[src/rtl/hcif_pkg.sv]
package hcif_pkg;
  typedef enum logic [2:0] {
    K_CTRL,
    K_PULSE,
    K_TEST,
    K_DC,
    K_NONE,
    K_MEM
  } akind_e;

  typedef struct packed {
    logic ce_n;
    logic we_n;
    logic re_n;
  } strobe_t;
endpackage

[src/rtl/hcif_sync.sv]
module hcif_sync #(
  parameter int W      = 3,
  parameter int STAGES = 2
) (
  input  logic         clk_i,
  input  logic         rst_ni,
  input  logic [W-1:0] d_i,
  output logic [W-1:0] q_o
);
  logic [W-1:0] stg_q [STAGES];

  // strobes are active low: reset to the idle (high) level
  always_ff @(posedge clk_i or negedge rst_ni) begin
    if (!rst_ni) stg_q[0] <= '1;
    else         stg_q[0] <= d_i;
  end

  for (genvar s = 1; s < STAGES; s++) begin : g_stg
    always_ff @(posedge clk_i or negedge rst_ni) begin
      if (!rst_ni) stg_q[s] <= '1;
      else         stg_q[s] <= stg_q[s-1];
    end
  end

  assign q_o = stg_q[STAGES-1];
endmodule

[src/rtl/hcif_decode.sv]
module hcif_decode
  import hcif_pkg::*;
#(
  parameter int AW     = 9,
  parameter int N_CTRL = 14,
  parameter int N_DC   = 4,
  parameter int IDX_W  = 4
) (
  input  logic [AW-1:0]    addr_i,
  output akind_e           kind_o,
  output logic [IDX_W-1:0] idx_o
);
  localparam logic [AW-1:0] PULSE_A = AW'(N_CTRL);
  localparam logic [AW-1:0] TEST_A  = AW'(N_CTRL + 1);
  localparam logic [AW-1:0] DC_LO   = AW'(N_CTRL + 2);
  localparam logic [AW-1:0] DC_HI   = AW'(N_CTRL + 2 + N_DC);

  logic [AW-1:0] dc_off;
  assign dc_off = addr_i - DC_LO;

  always_comb begin
    kind_o = K_NONE;
    idx_o  = '0;
    if (addr_i[AW-1]) begin
      kind_o = K_MEM;
    end else if (addr_i < PULSE_A) begin
      kind_o = K_CTRL;
      idx_o  = addr_i[IDX_W-1:0];
    end else if (addr_i == PULSE_A) begin
      kind_o = K_PULSE;
    end else if (addr_i == TEST_A) begin
      kind_o = K_TEST;
    end else if (addr_i < DC_HI) begin
      kind_o = K_DC;
      idx_o  = dc_off[IDX_W-1:0];
    end
  end
endmodule

[src/rtl/hcif_regfile.sv]
module hcif_regfile
  import hcif_pkg::*;
#(
  parameter int DW     = 16,
  parameter int N_CTRL = 14,
  parameter int N_DC   = 4,
  parameter int IDX_W  = 4
) (
  input  logic               clk_i,
  input  logic               rst_ni,
  input  logic               wr_i,
  input  akind_e             kind_i,
  input  logic [IDX_W-1:0]   idx_i,
  input  logic [DW-1:0]      wdata_i,
  output logic [N_CTRL*DW-1:0] ctrl_o,
  output logic [N_DC*DW-1:0]   dc_o
);
  for (genvar k = 0; k < N_CTRL; k++) begin : g_ctrl
    logic [DW-1:0] word_q;
    always_ff @(posedge clk_i or negedge rst_ni) begin
      if (!rst_ni) word_q <= '0;
      else if (wr_i && kind_i == K_CTRL && idx_i == IDX_W'(k)) word_q <= wdata_i;
    end
    assign ctrl_o[k*DW +: DW] = word_q;
  end

  for (genvar j = 0; j < N_DC; j++) begin : g_dc
    logic [DW-1:0] word_q;
    always_ff @(posedge clk_i or negedge rst_ni) begin
      if (!rst_ni) word_q <= '0;
      else if (wr_i && kind_i == K_DC && idx_i == IDX_W'(j)) word_q <= wdata_i;
    end
    assign dc_o[j*DW +: DW] = word_q;
  end
endmodule

[src/rtl/hcif_rdmux.sv]
module hcif_rdmux
  import hcif_pkg::*;
#(
  parameter int DW     = 16,
  parameter int N_CTRL = 14,
  parameter int N_DC   = 4,
  parameter int IDX_W  = 4
) (
  input  logic                 oe_i,
  input  akind_e               kind_i,
  input  logic [IDX_W-1:0]     idx_i,
  input  logic [N_CTRL*DW-1:0] ctrl_i,
  input  logic [N_DC*DW-1:0]   dc_i,
  input  logic [DW-1:0]        test_i,
  input  logic [DW-1:0]        mem_i,
  output logic [DW-1:0]        rdata_o
);
  logic [DW-1:0] sel;

  always_comb begin
    unique case (kind_i)
      K_CTRL:  sel = ctrl_i[int'(idx_i)*DW +: DW];
      K_DC:    sel = dc_i[int'(idx_i)*DW +: DW];
      K_TEST:  sel = test_i;
      K_MEM:   sel = mem_i;
      default: sel = '0;
    endcase
  end

  assign rdata_o = oe_i ? sel : '0;
endmodule

[src/rtl/host_ctrl_if.sv]
module host_ctrl_if
  import hcif_pkg::*;
#(
  parameter int DW          = 16,
  parameter int AW          = 9,
  parameter int N_CTRL      = 14,
  parameter int N_DC        = 4,
  parameter int SYNC_STAGES = 2
) (
  input  logic                 clk_i,
  input  logic                 rst_ni,
  input  logic                 ce_ni,
  input  logic                 we_ni,
  input  logic                 re_ni,
  input  logic [AW-1:0]        addr_i,
  input  logic [DW-1:0]        wdata_i,
  output logic [DW-1:0]        rdata_o,
  output logic                 oe_o,
  output logic [N_CTRL*DW-1:0] ctrl_regs_o,
  output logic [N_DC*DW-1:0]   dc_regs_o,
  output logic                 pulse_o,
  input  logic [DW-1:0]        test_stat_i,
  output logic                 lut_we_o,
  output logic [AW-2:0]        lut_addr_o,
  output logic [DW-1:0]        lut_wdata_o,
  output logic [AW-2:0]        cap_addr_o,
  input  logic [DW-1:0]        cap_rdata_i
);
  localparam int IDX_W = $clog2((N_CTRL > N_DC) ? N_CTRL : N_DC);
  localparam int MW    = AW - 1;

  strobe_t pins, strb_s, strb_q;
  assign pins = '{ce_n: ce_ni, we_n: we_ni, re_n: re_ni};

  hcif_sync #(.W($bits(strobe_t)), .STAGES(SYNC_STAGES)) u_sync (
    .clk_i (clk_i),
    .rst_ni(rst_ni),
    .d_i   (pins),
    .q_o   (strb_s)
  );

  always_ff @(posedge clk_i or negedge rst_ni) begin
    if (!rst_ni) strb_q <= '1;
    else         strb_q <= strb_s;
  end

  logic legacy, we_rise, ce_rise, wr_commit;
  assign legacy  = ~strb_s.re_n;
  assign we_rise = strb_s.we_n & ~strb_q.we_n;
  assign ce_rise = strb_s.ce_n & ~strb_q.ce_n;
  // normal: write strobe trailing edge; legacy: select trailing edge with R/W low
  assign wr_commit = (~legacy & ~strb_s.ce_n & we_rise)
                   | ( legacy & ~strb_s.we_n & ce_rise);

  assign oe_o = ~strb_s.ce_n & ~strb_s.re_n & strb_s.we_n;

  akind_e           kind;
  logic [IDX_W-1:0] idx;

  hcif_decode #(.AW(AW), .N_CTRL(N_CTRL), .N_DC(N_DC), .IDX_W(IDX_W)) u_dec (
    .addr_i(addr_i),
    .kind_o(kind),
    .idx_o (idx)
  );

  hcif_regfile #(.DW(DW), .N_CTRL(N_CTRL), .N_DC(N_DC), .IDX_W(IDX_W)) u_rf (
    .clk_i  (clk_i),
    .rst_ni (rst_ni),
    .wr_i   (wr_commit),
    .kind_i (kind),
    .idx_i  (idx),
    .wdata_i(wdata_i),
    .ctrl_o (ctrl_regs_o),
    .dc_o   (dc_regs_o)
  );

  assign cap_addr_o = addr_i[MW-1:0];

  hcif_rdmux #(.DW(DW), .N_CTRL(N_CTRL), .N_DC(N_DC), .IDX_W(IDX_W)) u_rd (
    .oe_i   (oe_o),
    .kind_i (kind),
    .idx_i  (idx),
    .ctrl_i (ctrl_regs_o),
    .dc_i   (dc_regs_o),
    .test_i (test_stat_i),
    .mem_i  (cap_rdata_i),
    .rdata_o(rdata_o)
  );

  always_ff @(posedge clk_i or negedge rst_ni) begin
    if (!rst_ni) begin
      pulse_o     <= 1'b0;
      lut_we_o    <= 1'b0;
      lut_addr_o  <= '0;
      lut_wdata_o <= '0;
    end else begin
      pulse_o  <= wr_commit && kind == K_PULSE;
      lut_we_o <= wr_commit && kind == K_MEM;
      if (wr_commit && kind == K_MEM) begin
        lut_addr_o  <= addr_i[MW-1:0];
        lut_wdata_o <= wdata_i;
      end
    end
  end
endmodule

[config.mk]
export PLATFORM = sky130hd
export DESIGN_NAME = host_ctrl_if
export DESIGN_NICKNAME = d
export VERILOG_FILES = /design/src/rtl/hcif_pkg.sv /design/src/rtl/hcif_sync.sv /design/src/rtl/hcif_decode.sv /design/src/rtl/hcif_regfile.sv /design/src/rtl/hcif_rdmux.sv /design/src/rtl/host_ctrl_if.sv
export SDC_FILE = /design/constraint.sdc
export NUM_CORES = 1
export LEC_CHECK = 0
export BUFFER_PORTS_ARGS = -buffer_cell sky130_fd_sc_hd__buf_2
export CORE_ASPECT_RATIO = 1.1
export CORE_MARGIN = 2
export CORE_UTILIZATION = 51
export CTS_CLUSTER_DIAMETER = 100
export DETAILED_ROUTE_END_ITERATION = 12
export PLACE_DENSITY = 0.8
export SYNTH_ARGS = -nofsm -noshare
export SYNTH_HDL_FRONTEND = slang
export SYNTH_SLANG_ARGS = --single-unit
[constraint.sdc]
create_clock -name clk_i -period 9 [get_ports clk_i]
set_input_delay 1.8 -clock clk_i [delete_from_list [all_inputs] [get_ports clk_i]]
set_output_delay 1.8 -clock clk_i [all_outputs]
set_load 0.005 [all_outputs]
==> out/results.ini <==
[status]
outcome = completed

[global_routing]
grt_overflow = 0
grt_pass1_wl_um = 77900
first_global_vias = 11856
antenna_found_initial = 1
grt_use_total_pct = 34.0
grt_max_degree = 123

[synthesis]
syn_inst = 1155
async_flop_share_pct = 100
synth-seq-cells = 322
ys_seq_area_share_pct = 54.2
syn_nets = 1217
syn_area_sq_um = 14900
synth_cell_types = 65
yosysWarnings = 0
synth.avg_cell_area_sq_um = 12.9
synth_edf_count = 0
ys.flop_type = dfrtp_1

[worst_setup_path]
required_ps = 7200
arrival_ps = 5410
critPathLaunchType = input port
crit_type = in2out
cp_max_fo = 32
reg2reg_depth = 5
end_kind = primary output

[route]
antenna_left = 0
avgViaCountPerCell = 6.29
drtIter0Drc = 1140
first_pass_iters = 5
route.detailed.wl_per_inst_um = 28.2
num_vias = 11930
drc = 0
routed_wl_um = 53500

[clock_network]
htree_levels = 2
clock-sinks = 322
clkLatencyLatePin_ps = 510
cts_tree = yes
cts_buffers = 34
root_buffer = clkbuf_16
cts_resized = 0
clk_path_buf_depth = 3
clkTransAtPathRegs_ps = 60
ctsHoldBuffers = 0
post-cts-setup-buffer-count = 0

[timing]
fin_crit_ps = 7210
fin_worst_skew_ps = 14.1
slew_violations = 0
rsz0062_at_grt = false
worst_pin_slew_ps = 1310
setup_tns_ps = 0
relSlewSlack_pct = 12.3
fin_crit_sh_pct = 80.1
worst_slack_ps = 1790
hold_viol = 0
fmax_mhz = 139
setup_viol = 0

[layout]
syn2layout_area_growth_pct = 22.3
drive_above_1_share_pct = 54.9
final_cell_mix = 399 x buf_2, 322 x mux2_2, 314 x dfrtp_1
final_common_cell = buf_2
layout.nets = 1565

[floorplanning]
io_pins = 401
core_area_sq_um = 28700
die_height_um = 183
die_w_um = 167
core.rowCount = 65
die_area_sq_um = 30600
start_util_pct = 51.8

[place]
place_ws_ps = 1900
gp_congestion = 0.938
dp_hpwl_um = 37900
io_buffers = 400

[power]
powerDensity_nw_per_um2 = 174
total_power_mw = 3.17
leakage_nw = 9.68
ir_drop_mv = 0.130

[min_path]
hold_class = reg2reg
hold_depth = 0

[job]
maxCapViolCount = 0

power breakdown:
group          internal, mW  switching (mW)  leakage, nW  total (mW)
registers              1.49          0.0218         4.42        1.51
clock network         0.872           0.574        0.559        1.45
logic                0.0792           0.133         4.70       0.212
cell type report:
type | instances | area [sq um]
inverters | 4 | 15.0
well taps | 368 | 460
clock inverters | 11 | 161
multi-input cells | 725 | 6380
repair buffers | 416 | 2130
clock buffers | 49 | 978
fillers | 2309 | 10500
flip-flops and latches | 322 | 8070
diodes | 1 | 2.50
worst paths after layout:
kind,slack (ps),startpoint,end
setup / recovery,1790,addr_i[4],rdata_o[6]
hold / removal,350,u_sync.stg_q[4]$_DFF_PN1_,u_sync.q_o[1]$_DFF_PN1_
setup reg to reg,6090,u_sync.q_o[2]$_DFF_PN1_,u_rf.g_dc[3].word_q[10]$_DFFE_PN0P_
hold reg to reg,350,u_sync.stg_q[4]$_DFF_PN1_,u_sync.q_o[1]$_DFF_PN1_
max in group asynchronous,6020,rst_ni,u_rf.g_dc[2].word_q[8]$_DFFE_PN0P_
min in group asynchronous,1370,rst_ni,u_rf.g_dc[3].word_q[1]$_DFFE_PN0P_
layer usage:
metal  vias up  global-route usage (%)  part of all wire, %
met2       720                    52.2                   45
met1      6084                    45.9                   40
met4         0                    17.9                  6.2
met3       174                    6.93                  8.0
met5         -                       0                    0
li1       4952                       -                    -
kinds of logic after synthesis:
group | share of synthesized area (%)
and+or+nand+nor | 6.44
buffers and inverters | 3.19
muxes | 28.0
DFF | 54.2
adders and majority gates | 0.0673
AOI/OAI and AO/OA | 8.10
critical path, stage by stage:
cell and delay [ps]:
buf_2 350, maj3_1 520, nor2_1 470, nand3_1 890, o21a_1 440, nor3_1 490
a31o_2 280, buf_2 120
cells in the mapped netlist, types with 5 or more instances:
library cell	count	share of area [%]
buf_4	8	0.40
a221o_1	7	0.47
nor3_1	8	0.27
buf_2	25	0.84
dfstp_2	8	1.4
dfrtp_1	314	53
o22ai_1	7	0.29
mux2_2	322	24
a22o_1	7	0.41
nor2_1	30	0.76
mux2i_1	27	1.8
o21ai_0	30	1.0
a22oi_1	12	0.61
nor4_1	5	0.21
o221ai_1	12	0.71
nand2_1	87	2.2
a21oi_1	24	0.81
nand3_1	24	0.81
a221oi_1	16	0.94
nand4_1	7	0.29
buf_1	20	0.50
clkbuf_1	50	1.3
mux4_2	12	1.8
and3_1	5	0.21
o21a_1	5	0.25
nand2_2	5	0.21
a31oi_1	5	0.21
stage by stage:
step	instances	hold WS [ps]	area [sq um]	util, %
6_report	1896	349	18200	63.4
5_1_grt	1895	361	18200	63.4
4_1_cts	1895	351	18200	63.4
3_5_place_dp	1835	347	17100	59.4
3_3_place_gp	1835	347	17100	59.4
2_1_floorplan	1155	345	14900	-
flip-flops by register name, summed over array words and instances (netlist names):
| signal | cells |
|---|---|
| u_sync.stg_q | 3 |
| lut_wdata_o | 16 |
| lut_we_o | 1 |
| lut_addr_o | 8 |
| u_rf.g_ctrl.word_q | 224 |
| u_rf.g_dc.word_q | 64 |
| u_sync.q_o | 3 |
| pulse_o | 1 |
| strb_q | 2 |
No activity file was read; power rests on OpenSTA's default activity.
